[config.mk]
export PLATFORM = sky130hd
export DESIGN_NAME = irq_setclr_ctrl
export DESIGN_NICKNAME = d
export VERILOG_FILES = /design/src/rtl/irq_setclr_pkg.sv /design/src/rtl/irq_edge_latch.sv /design/src/rtl/irq_enable_bank.sv /design/src/rtl/irq_lowest_enc.sv /design/src/rtl/irq_setclr_ctrl.sv
export SDC_FILE = /design/constraint.sdc
export NUM_CORES = 1
export LEC_CHECK = 0
export ABC_AREA = 1
export BUFFER_PORTS_ARGS = -buffer_cell sky130_fd_sc_hd__buf_2
export CORE_ASPECT_RATIO = 0.5
export CORE_UTILIZATION = 55
export CTS_CLUSTER_DIAMETER = 120
export DETAILED_ROUTE_END_ITERATION = 6
export PLACE_DENSITY = 0.78
export SYNTH_ARGS = -nofsm -noshare
export SYNTH_HDL_FRONTEND = slang
export SYNTH_SLANG_ARGS = --single-unit
[constraint.sdc]
create_clock -name clk -period 4.3 [get_ports clk]
set_clock_uncertainty 0.15 [all_clocks]
set_input_delay 0.43 -clock clk [delete_from_list [all_inputs] [get_ports clk]]
set_output_delay 0.43 -clock clk [all_outputs]
set_load 0.02 [all_outputs]
[src/rtl/irq_setclr_pkg.sv]
package irq_setclr_pkg;
    localparam int DATA_W = 32;
    localparam int ADDR_W = 2;

    typedef enum logic [ADDR_W-1:0] {
        REG_MASKED = 2'd0,
        REG_RAW    = 2'd1,
        REG_EN_SET = 2'd2,
        REG_EN_CLR = 2'd3
    } irq_reg_e;
endpackage

[src/rtl/irq_edge_latch.sv]
module irq_edge_latch #(
    parameter int NSRC = 32
) (
    input  logic            clk,
    input  logic            rst_n,
    input  logic [NSRC-1:0] src_i,
    input  logic [NSRC-1:0] ack_i,
    output logic [NSRC-1:0] pend_o
);
    logic [NSRC-1:0] src_q;
    logic [NSRC-1:0] pend_q;
    logic [NSRC-1:0] rise;

    assign rise = src_i & ~src_q;

    always_ff @(posedge clk) begin
        if (!rst_n) begin
            src_q  <= '0;
            pend_q <= '0;
        end else begin
            src_q  <= src_i;
            pend_q <= (pend_q & ~ack_i) | rise;
        end
    end

    assign pend_o = pend_q;

    AST_EDGE_SETS: assert property (@(posedge clk) disable iff (!rst_n)
        1'b1 |=> ((pend_q & $past(rise)) == $past(rise)));
    AST_STICKY: assert property (@(posedge clk) disable iff (!rst_n)
        1'b1 |=> ((pend_q & $past(pend_q & ~ack_i)) == $past(pend_q & ~ack_i)));
    AST_ACK_CLEARS: assert property (@(posedge clk) disable iff (!rst_n)
        (|ack_i) |=> ((pend_q & $past(ack_i & ~rise)) == '0));
endmodule

[src/rtl/irq_enable_bank.sv]
module irq_enable_bank #(
    parameter int NSRC = 32
) (
    input  logic            clk,
    input  logic            rst_n,
    input  logic [NSRC-1:0] set_i,
    input  logic [NSRC-1:0] clr_i,
    output logic [NSRC-1:0] en_o
);
    logic [NSRC-1:0] en_q;

    always_ff @(posedge clk) begin
        if (!rst_n) en_q <= '0;
        else        en_q <= (en_q | set_i) & ~clr_i;
    end

    assign en_o = en_q;

    AST_EN_SET: assert property (@(posedge clk) disable iff (!rst_n)
        ((|set_i) && !(|clr_i)) |=> ((en_q & $past(set_i)) == $past(set_i)));
    AST_EN_KEEP: assert property (@(posedge clk) disable iff (!rst_n)
        1'b1 |=> ((en_q & $past(~set_i & ~clr_i)) == $past(en_q & ~set_i & ~clr_i)));
    AST_EN_CLR: assert property (@(posedge clk) disable iff (!rst_n)
        (|clr_i) |=> ((en_q & $past(clr_i)) == '0));
endmodule

[src/rtl/irq_lowest_enc.sv]
module irq_lowest_enc #(
    parameter int NSRC = 32,
    localparam int ID_W = $clog2(NSRC + 1)
) (
    input  logic [NSRC-1:0] req_i,
    output logic [ID_W-1:0] id_o,
    output logic            vld_o
);
    always_comb begin
        id_o = ID_W'(NSRC);
        for (int i = NSRC - 1; i >= 0; i--) begin
            if (req_i[i]) id_o = ID_W'(i);
        end
        vld_o = |req_i;
    end
endmodule

[src/rtl/irq_setclr_ctrl.sv]
module irq_setclr_ctrl
    import irq_setclr_pkg::*;
#(
    parameter int NSRC = 32,
    localparam int ID_W = $clog2(NSRC + 1)
) (
    input  logic              clk,
    input  logic              rst_n,
    input  logic [NSRC-1:0]   src_i,
    input  logic [ADDR_W-1:0] bus_addr,
    input  logic              bus_wr,
    input  logic              bus_rd,
    input  logic [DATA_W-1:0] bus_wdata,
    output logic [DATA_W-1:0] bus_rdata,
    output logic              irq_o,
    output logic [ID_W-1:0]   irq_id_o,
    output logic              irq_id_vld_o
);
    irq_reg_e        sel;
    logic [NSRC-1:0] wmask;
    logic [NSRC-1:0] ack_mask;
    logic [NSRC-1:0] set_mask;
    logic [NSRC-1:0] clr_mask;
    logic [NSRC-1:0] pend;
    logic [NSRC-1:0] en;
    logic [NSRC-1:0] masked;
    logic            irq_q;

    assign sel   = irq_reg_e'(bus_addr);
    assign wmask = bus_wdata[NSRC-1:0];

    always_comb begin
        ack_mask = '0;
        set_mask = '0;
        clr_mask = '0;
        if (bus_wr) begin
            unique case (sel)
                REG_MASKED: ack_mask = wmask;
                REG_RAW:    ;
                REG_EN_SET: set_mask = wmask;
                REG_EN_CLR: clr_mask = wmask;
            endcase
        end
    end

    irq_edge_latch #(.NSRC(NSRC)) u_latch (
        .clk    (clk),
        .rst_n  (rst_n),
        .src_i  (src_i),
        .ack_i  (ack_mask),
        .pend_o (pend)
    );

    irq_enable_bank #(.NSRC(NSRC)) u_enable (
        .clk   (clk),
        .rst_n (rst_n),
        .set_i (set_mask),
        .clr_i (clr_mask),
        .en_o  (en)
    );

    assign masked = pend & en;

    irq_lowest_enc #(.NSRC(NSRC)) u_enc (
        .req_i (masked),
        .id_o  (irq_id_o),
        .vld_o (irq_id_vld_o)
    );

    always_comb begin
        bus_rdata = '0;
        if (bus_rd) begin
            unique case (sel)
                REG_MASKED: bus_rdata[NSRC-1:0] = masked;
                REG_RAW:    bus_rdata[NSRC-1:0] = pend;
                REG_EN_SET: bus_rdata = '0;
                REG_EN_CLR: bus_rdata = '0;
            endcase
        end
    end

    always_ff @(posedge clk) begin
        if (!rst_n) irq_q <= 1'b0;
        else        irq_q <= |masked;
    end

    assign irq_o = irq_q;

    AST_IRQ_RISE: assert property (@(posedge clk) disable iff (!rst_n)
        (|masked) |=> irq_o);
    AST_IRQ_FALL: assert property (@(posedge clk) disable iff (!rst_n)
        !(|masked) |=> !irq_o);
    AST_ID_HIT: assert property (@(posedge clk) disable iff (!rst_n)
        irq_id_vld_o |-> masked[irq_id_o[ID_W-2:0]]);
    AST_ID_NONE: assert property (@(posedge clk) disable iff (!rst_n)
        !irq_id_vld_o |-> (irq_id_o == ID_W'(NSRC) && masked == '0));
    AST_RAW_WRITE_IGNORED: assert property (@(posedge clk) disable iff (!rst_n)
        (bus_wr && sel == REG_RAW) |=> ((pend & $past(pend)) == $past(pend)));
endmodule

==> summary.md, run 1 <==
| Metric | Value |
|---|---|
| Status | `complete, no violations` |
| H-tree depth | `3` |
| Setup crit end | `irq_id_o[0]` |
| Startpoint types | `flip-flop` |
| Unrepaired setup endpoints after global routing | `false` |
| Antenna cells | `0` |
| Area grow syn2layout | `20.5%` |
| Stages on worst setup path | `33` |
| Initial core utilization | `57.7%` |
| CTS resizes | `0` |
| Worst setup EP type | `output port` |
| Hpwl dp | `6990 um` |
| GRT overflow | `0` |
| CP Buf/Inv Count | `2` |
| Synth Warn # | `0` |
| Commonest non-fill, non-tap cell in the layout | `nand2_1` |
| Period utilization | `72.4%` |
| CP required | `3.72 ns` |
| Final hold violation count | `0` |
| # IOs | `110` |
| # hold bufs at CTS | `0` |
| Final ANT Viol Nets | `0` |
| Clock buffer depth | `2` |
| Synth Register Bits | `97` |
| Power, Total | `2.02 mW` |
| Most frequent cells in the layout | `172 x nand2_1, 109 x buf_2, 97 x dfxtp_1` |
| Reg2Reg Depth | `8` |
| Flop2flop setup slack | `2.90 ns` |
| Synth area leaders | `dfxtp_1 45%, nand2_1 15%, nor2_1 7.6%` |
| Post-synthesis sequential area ratio | `45.1%` |
| DR vias/cell | `4.94` |
| Die Y | `64.6 um` |
| Lkg Pwr | `2.86 nW` |
| Syn_nets | `704` |
| Synth area leader | `dfxtp_1` |
| Worst Path Class, Setup | `reg2out` |
| I/O Buffers | `109` |
| Min cycle time layout | `3.11 ns` |
| Worst-path clk slew | `0.06 ns` |
| Dpl cells | `826` |
| Max Clk Rate | `321 MHz` |
| GPL Wtd Cong | `0.787` |
| Post-CTS Repair Setup Buffers | `0` |
| Worst EP arrival | `2.53 ns` |
| Final setup viols | `0` |
| Pin count of the biggest net entering global routing | `63` |
| Post-synthesis cell type count | `20` |
| Root buffer cell | `clkbuf_16` |
| Final Max Tran Viols | `0` |
| Vias in the first global route | `3,763` |
| Layout cells sized above 1 | `19.6%` |
| Clk_lat worst skew | `0.34 ns` |
| Via count | `4,158` |
| Initial drt markers | `319` |
| Layout net count | `799` |
| Cell family with most CP delay | `simple AND/OR/NAND/NOR gates` |
| First-pass DRT Iterations | `5` |
| Chip width | `127 um` |
| # fillers | `679` |
| Clock sink count | `97` |
| PwrDens | `389 nW/um^2` |
| Num rows | `22` |
| Slowest stage delay, CP | `0.35 ns` |
| Max-cap violation count | `0` |
| Initial antenna violation count | `0` |
| Worst path slowest cell | `dfxtp_1` |
| Post-Syn Area per Cell | `6.79 um^2` |
| First-pass GRT wire length | `17,600 um` |
| Most used cell, CP | `nand2_1` |
| Post-synthesis cell count | `634` |
| Full die area | `8210 um^2` |
| Crit Path Max Fanout | `3` |
| GR Util All Layers | `27.5%` |
| CTS tree | `yes` |
| Peak VDD IR | `0.260 mV` |
| Relative slew slack | `50.2%` |
| Worst-Margin Slew | `0.747 ns` |
| R2R Path Start | `u_latch.pend_o[12]` |
| CTS Buf Count | `9` |
| Crit path from | `u_enable.en_o[31]` |
| Hold WC Path Type | `in2reg` |
| Crit Reg-Reg Endpoint | `irq_o` |
| Top cell type's share of synthesized area | `45.1%` |
| Fin cells | `842` |
| Cell Area, Synth | `4310 um^2` |
| Residual DRC | `0` |
| WL final | `10,600 um` |
| Per-cell routed wire length | `12.6 um` |
| Sum Neg Setup Slack | `0 ns` |
| Core area | `7460 um^2` |
## routing by layer
layer | wire [um] | part of all wire, % | global-route usage (%)
met3 | 751 | 7.1 | 6.61
met1 | 5060 | 48 | 36.2
met5 | 0 | 0 | 0
met2 | 4690 | 44 | 44.8
met4 | 108 | 1.0 | 8.78
## stage by stage
step           util (%)  instance area (um^2)  setup slack (ns)  hold WS (ns)
2_1_floorplan         -                  4310              1.83         0.239
3_3_place_gp       65.9                  4920              1.58         0.242
3_5_place_dp       65.9                  4920              1.57         0.244
4_1_cts            69.6                  5190              1.17         0.129
5_1_grt            69.6                  5190             0.800         0.145
6_report           69.6                  5190              1.19         0.137
## registers in the layout (all words and copies together) (netlist names)
register        flops
u_latch.pend_o     32
u_enable.en_o      32
irq_o               1
u_latch.src_q      32
## worst register-to-register path: stages (launching register included)
cell,delay [ns]
dfxtp_1,0.33
nand2_1,0.13
nand2_1,0.09
nor2_1,0.13
nand2_1,0.13
nor2_1,0.13
nand2_1,0.09
inv_1,0.09
nor2_1,0.04
## kinds of logic (layout without fill, tap and decap cells)
kind of cell / after synthesis / count (layout) / share of synthesized area (%)
and+or+nand+nor: 334 / 334 / 33.9
AOI/OAI and AO/OA: 104 / 104 / 12.4
buffers and inverters: 99 / 199 / 8.63
DFF: 97 / 97 / 45.1
## power breakdown
| part | internal [mW] | switching [mW] |
|---|---|---|
| combinational | 0.108 | 0.182 |
| sequential | 0.956 | 0.0365 |
| clock | 0.406 | 0.331 |
| total | 1.47 | 0.549 |
## synth_stat cells, drive strengths merged
| library cell | instances |
|---|---|
| o21bai | 1 |
| nor2 | 87 |
| nor3 | 1 |
| clkbuf | 27 |
| o21ai | 65 |
| inv | 69 |
| buf | 3 |
| nand3 | 32 |
| nor3b | 31 |
| dfxtp | 97 |
| a21boi | 1 |
| nand2 | 183 |
| o31ai | 1 |
| a31oi | 3 |
| a21oi | 33 |
## layout make-up
class | instances | area [um^2] | area share [%]
well taps | 108 | 135 | 2.60
multi-input cells | 438 | 2000 | 38.5
clock buffers | 11 | 243 | 4.67
inverters | 69 | 259 | 4.99
repair buffers | 114 | 583 | 11.2
flip-flops and latches | 97 | 1940 | 37.4
clock inverters | 5 | 31.3 | 0.602
## worst min-delay path by stage
stage,from,end,slack (ns),depth (start not counted)
final,src_i[30],u_latch.src_q[30],0.14,3
after global routing,src_i[22],u_latch.src_q[22],0.14,3
after CTS,src_i[30],u_latch.src_q[30],0.13,3
after detailed placement,u_latch.src_q[6],u_latch.pend_o[6],0.24,1
after global placement,u_latch.src_q[17],u_latch.pend_o[17],0.24,1
after floorplan,u_latch.src_q[0],u_latch.pend_o[0],0.24,1
Power figures use the tool's default switching activity.
==> inputs of run 2 (changes only) <==
--- a/config.mk
+++ b/config.mk
@@ -8,10 +8,10 @@
 export ABC_AREA = 1
 export BUFFER_PORTS_ARGS = -buffer_cell sky130_fd_sc_hd__buf_2
 export CORE_ASPECT_RATIO = 0.5
-export CORE_UTILIZATION = 55
+export CORE_UTILIZATION = 48
 export CTS_CLUSTER_DIAMETER = 120
 export DETAILED_ROUTE_END_ITERATION = 6
-export PLACE_DENSITY = 0.78
+export PLACE_DENSITY = 0.72
 export SYNTH_ARGS = -nofsm -noshare
 export SYNTH_HDL_FRONTEND = slang
 export SYNTH_SLANG_ARGS = --single-unit
==> constraint.sdc (replaced) <==
create_clock -name clk -period 2.5 [get_ports clk]
set_clock_uncertainty 0.15 [all_clocks]
set_input_delay 0.25 -clock clk [delete_from_list [all_inputs] [get_ports clk]]
set_output_delay 0.25 -clock clk [all_outputs]
set_load 0.02 [all_outputs]
==> run 2 against run 1 <==
Effect of this change:
- the run now ends with setup timing left
- die area grew 14%
- sequential share of layout area down 3.2 points
- final cell count up 5.8%
- worst hold slack got worse by 0.049 ns
- clock power up 96%
- via count rose by 5.3%
- wire length increased by 6.1%
- first-iteration DRC count fell by 20%
- global-route usage down 1.9 points
- sequential power grew 72%
- register-to-register slack worse by 1.9 ns
- non-clock buffer count rose by 45
- largest cell class unchanged
==> summary.md, run 2 (synthesis results as in run 1) <==
| Metric | Value |
|---|---|
| Final setup viols | `2` |
| Worst-path clk slew | `0.07 ns` |
| Met2 routed WL | `5010 um` |
| H-tree depth | `3` |
| Initial antenna violation count | `0` |
| I/O Buffers | `109` |
| Hold-critical path depth | `4` |
| Setup crit end | `irq_id_o[0]` |
| Metal3 WL | `791 um` |
| Slowest stage delay, CP | `0.34 ns` |
| Layout net count | `844` |
| Crit path from | `u_enable.en_o[31]` |
| DP Area | `5000 um^2` |
| Max-cap violation count | `0` |
| Pre-CTS setup slack | `-0.0283 ns` |
| Chip width | `136 um` |
| Stages on worst setup path | `33` |
| Final Max Tran Viols | `0` |
| Worst Path Class, Setup | `reg2out` |
| # IOs | `110` |
| First-pass DRT Iterations | `7` |
| GR Util All Layers | `25.5%` |
| # fillers | `750` |
| Min cycle time layout | `2.87 ns` |
| Cell family with most CP delay | `simple AND/OR/NAND/NOR gates` |
| PwrDens | `651 nW/um^2` |
| CP required | `2.10 ns` |
| First-pass GRT wire length | `18,400 um` |
| Hpwl dp | `7370 um` |
| Antenna cells | `0` |
| Final hold violation count | `0` |
| Initial drt markers | `256` |
| Reg2Reg Depth | `10` |
| Clock sink count | `97` |
| Status | `complete, but fails checks` |
| Hold WC Path Type | `in2reg` |
| Relative slew slack | `56.1%` |
| Via count | `4,380` |
| Crit Reg-Reg Endpoint | `irq_o` |
| Commonest non-fill, non-tap cell in the layout | `nand2_1` |
| Sum Neg Setup Slack | `-0.659 ns` |
| DR top layer | `met4` |
| Core area | `8350 um^2` |
| Setup slack after layout | `-0.366 ns` |
| Non-Filler Cell Area, Final | `5710 um^2` |
| Peak VDD IR | `0.347 mV` |
| Crit Path Max Fanout | `2` |
| M1 WL | `5340 um` |
| Worst setup EP type | `output port` |
| Initial core utilization | `51.6%` |
| DR vias/cell | `4.92` |
| GRT overflow | `0` |
| Clock buffer depth | `2` |
| Dpl cells | `839` |
| Lkg Pwr | `3.08 nW` |
| Vias in the first global route | `4,114` |
| Unrepaired setup endpoints after global routing | `true` |
| Hold Slack | `0.0881 ns` |
| Most used cell, CP | `nand2_1` |
| WL final | `11,300 um` |
| Worst EP arrival | `2.47 ns` |
| Multi-input logic area | `2020 um^2` |
| R2R Path Start | `u_enable.en_o[31]` |
| Flop2flop setup slack | `1.04 ns` |
| Max Clk Rate | `349 MHz` |
| Clk_lat worst skew | `0.35 ns` |
| Failing checks | `setup timing` |
| Fin cells | `891` |
| Die Y | `69.0 um` |
| Layout cells sized above 1 | `22.3%` |
| Num rows | `23` |
| Period utilization | `115%` |
| Final ANT Viol Nets | `0` |
| Root buffer cell | `clkbuf_16` |
| Residual DRC | `0` |
| GPL Wtd Cong | `0.816` |
| Area grow syn2layout | `32.4%` |
| Worst-Margin Slew | `0.659 ns` |
| FF+latch area | `1950 um^2` |
| Startpoint types | `flip-flop` |
| CP Buf/Inv Count | `2` |
| Worst path slowest cell | `dfxtp_2` |
| Per-cell routed wire length | `12.6 um` |
| Core Util, Final | `68.4%` |
| Most frequent cells in the layout | `165 x nand2_1, 107 x buf_2, 89 x dfxtp_1` |
| Power, Total | `3.71 mW` |
| Full die area | `9380 um^2` |
| CTS tree | `yes` |
| Pin count of the biggest net entering global routing | `98` |
| CTS Buf Count | `9` |
==> run 2: cell count changes in the layout (fill, tap and decap cells not counted), moves of 3 or more <==
cell	change
nand2_1	-7
dlygate4sd3_1	+32
inv_6	+3
nand2_2	+7
dfxtp_2	+8
dfxtp_1	-8
clkinv_2	-3
buf_4	+13
==> run 2: worst reg2reg max path, delay by kind of cell, from the launching register on <==
family	cells	cell delay (ns)
flip-flops	1	0.33
AND/OR/NAND/NOR	7	0.63
buffers and inverters	3	0.26
==> run 2: worst min-delay path by stage <==
| stage | start | endpoint |
|---|---|---|
| 6_report | bus_wdata[3] | u_enable.en_o[3] |
| 5_1_grt | bus_wdata[24] | u_enable.en_o[24] |
| 4_1_cts | bus_wdata[26] | u_enable.en_o[26] |
| 3_5_place_dp | u_latch.src_q[18] | u_latch.pend_o[18] |
| 3_3_place_gp | u_latch.src_q[26] | u_latch.pend_o[26] |
| 2_1_floorplan | src_i[0] | u_latch.src_q[0] |
==> run 2: power breakdown <==
group | switching [mW] | internal (mW)
sequential | 0.0627 | 1.65
clock | 0.621 | 0.817
combinational | 0.328 | 0.239
total | 1.01 | 2.70
==> run 2: final cells by class <==
type,instances,area share [%]
Sequential cell,97,34.2
Clock inverter,6,1.29
Timing Repair Buffer,159,17.9
Clock buffer,10,4.19
Multi-Input combinational cell,438,35.4
Tap cell,112,2.46
Inverter,69,4.54
==> run 2: routing by layer <==
layer,global-route usage (%),vias up
li1,-,2286
met1,32.3,1946
met2,43.6,134
met3,5.92,14
met4,8.89,0
met5,0,-
==> run 2: timing repair <==
| item | 4_1_cts | 5_1_grt |
|---|---|---|
| hold buffers | 32 | 0 |
| endpoints found under the hold margin | 32 | 0 |
| resized for setup | 14 | 5 |
| pin swaps | 14 | 0 |
| gates cloned | 0 | 0 |
| buffers inserted | 5 | 0 |
| endpoints found under the setup margin | 2 | 2 |
==> inputs of run 3 (changes only) <==
--- a/config.mk
+++ b/config.mk
@@ -11,7 +11,9 @@
 export CORE_UTILIZATION = 48
 export CTS_CLUSTER_DIAMETER = 120
 export DETAILED_ROUTE_END_ITERATION = 6
+export HOLD_SLACK_MARGIN = 0.12
 export PLACE_DENSITY = 0.72
+export REMOVE_ABC_BUFFERS = 1
 export SYNTH_ARGS = -nofsm -noshare
 export SYNTH_HDL_FRONTEND = slang
 export SYNTH_SLANG_ARGS = --single-unit
==> run 3 against run 2 <==
Effect of this change:
- the flow still finishes with violations (setup timing)
- worst setup slack lost 0.040 ns
- first-iteration DRC count grew 15%
- register-to-register slack gained 0.05 ns
- critical path depth is the same
- final area grew 3.0%
- utilization grew 2.0 points
- via count grew 1.7%
- largest power group unchanged
- total power shrank 3.3%
==> summary.md, run 3 (synthesis results as in run 1) <==
| Metric | Value |
|---|---|
| Core area | `8350 um^2` |
| Final Max Tran Viols | `0` |
| Dpl cells | `838` |
| Min cycle time layout | `2.91 ns` |
| Max-cap violation count | `0` |
| Worst Path Class, Setup | `reg2out` |
| Commonest non-fill, non-tap cell in the layout | `nand2_1` |
| Hpwl dp | `7560 um` |
| Num rows | `23` |
| Failing checks | `setup timing` |
| CTS tree | `yes` |
| Lkg Pwr | `3.15 nW` |
| Most used cell, CP | `nand2_1` |
| Hold-critical path depth | `4` |
| Chip width | `136 um` |
| # IOs | `110` |
| Die Y | `69.0 um` |
| Vias in the first global route | `4,102` |
| Clock sink count | `97` |
| WL final | `11,900 um` |
| Full die area | `9380 um^2` |
| Final ANT Viol Nets | `0` |
| Startpoint types | `flip-flop` |
| Via count | `4,454` |
| H-tree depth | `3` |
| Multi-input logic area | `2000 um^2` |
| Worst-Margin Slew | `0.742 ns` |
| Worst path slowest cell | `dfxtp_2` |
| GR Util All Layers | `26.4%` |
| # fillers | `721` |
| Slowest stage delay, CP | `0.33 ns` |
| Area grow syn2layout | `36.4%` |
| Antenna cells | `0` |
| Status | `complete, but fails checks` |
| CTS Buf Count | `9` |
| First-pass GRT wire length | `18,700 um` |
| Clock buffer depth | `2` |
| Period utilization | `116%` |
| Worst setup EP type | `output port` |
| Peak VDD IR | `0.344 mV` |
| First-pass DRT Iterations | `4` |
| CP required | `2.10 ns` |
| Root buffer cell | `clkbuf_16` |
| Fin cells | `910` |
| Worst-path clk slew | `0.06 ns` |
| Pin count of the biggest net entering global routing | `98` |
| I/O Buffers | `109` |
| DR vias/cell | `4.89` |
| Residual DRC | `0` |
| Post-CTS Repair Setup Buffers | `0` |
| FF+latch area | `1950 um^2` |
| DP Area | `5000 um^2` |
| Worst EP arrival | `2.51 ns` |
| Clk_lat worst skew | `0.34 ns` |
| Layout cells sized above 1 | `19.3%` |
| Crit Path Max Fanout | `2` |
| Unrepaired setup endpoints after global routing | `true` |
| Initial drt markers | `294` |
| PwrDens | `611 nW/um^2` |
| Hold WC Path Type | `in2reg` |
| Final hold violation count | `0` |
| GRT overflow | `0` |
| Non-Filler Cell Area, Final | `5870 um^2` |
| Relative slew slack | `50.5%` |
| Per-cell routed wire length | `13.1 um` |
| Max Clk Rate | `344 MHz` |
| Setup slack after layout | `-0.406 ns` |
| Final setup viols | `2` |
| Reg2Reg Depth | `9` |
| GPL Wtd Cong | `0.784` |
| Initial core utilization | `51.6%` |
| Layout net count | `866` |
| Most frequent cells in the layout | `170 x nand2_1, 107 x buf_2, 94 x dfxtp_1` |
| Initial antenna violation count | `0` |
| Hold Slack | `0.123 ns` |
==> run 3: repair_timing <==
item	CTS	global route
hold buffers	59	0
resized for setup	5	3
pin swaps	0	1
endpoints found under the hold margin	91	0
setup endpoints to repair	2	2
==> run 3: routing by layer <==
metal  routed length (um)  up-vias  GRT usage, %  part of all wire (%)
met5                    0        -             0                     0
met4                  199        0          9.72                   1.7
met1                 5760     1969          33.4                    48
met3                  690       21          4.82                   5.8
li1                     -     2323             -                     -
met2                 5260      141          46.0                    44
==> run 3: path summary, 6_finish.rpt <==
path / slack (ns) / startpoint / to
hold reg to reg: 0.25 / u_latch.src_q[29] / u_latch.pend_o[29]
hold / removal: 0.12 / bus_wdata[25] / u_enable.en_o[25]
setup reg to reg: 1.09 / u_latch.pend_o[31] / irq_o
setup / recovery: -0.41 / u_latch.pend_o[31] / irq_id_o[0]
==> run 3: layout make-up <==
type                       count  share of cell area, %
timing repair buffer         181                   21.4
sequential                    97                   33.1
tap                          112                   2.39
clock buffer                  13                   4.60
multi-input combinational    438                   34.1
inverter                      69                   4.41
==> run 3: worst max-delay path, delay by kind of cell (launching register included) <==
| kind | cells | cell delay [ns] |
|---|---|---|
| buffers and inverters | 2 | 0.18 |
| and+or+nand+nor | 30 | 1.50 |
| DFF | 1 | 0.33 |
| AOI/OAI and AO/OA | 1 | 0.13 |
==> run 3: per-stage QoR <==
stage	utilization (%)	worst slack, ns	total power [mW]	TNS, ns
after floorplan	-	0.206	2.03	0
after global placement	59.9	-0.00867	2.24	-0.00867
after detailed placement	59.9	-0.0438	2.25	-0.0438
after CTS	70.3	-0.384	3.60	-0.395
after global routing	70.4	-0.608	3.74	-0.825
final	70.4	-0.406	3.59	-0.424
==> run 3: report_power, final <==
group | total (mW) | internal, mW | leakage, nW | switching [mW]
Sequential | 1.71 | 1.65 | 0.804 | 0.0631
Combinational | 0.597 | 0.262 | 2.22 | 0.334
Clock | 1.28 | 0.740 | 0.134 | 0.544
Total | 3.59 | 2.65 | 3.15 | 0.941
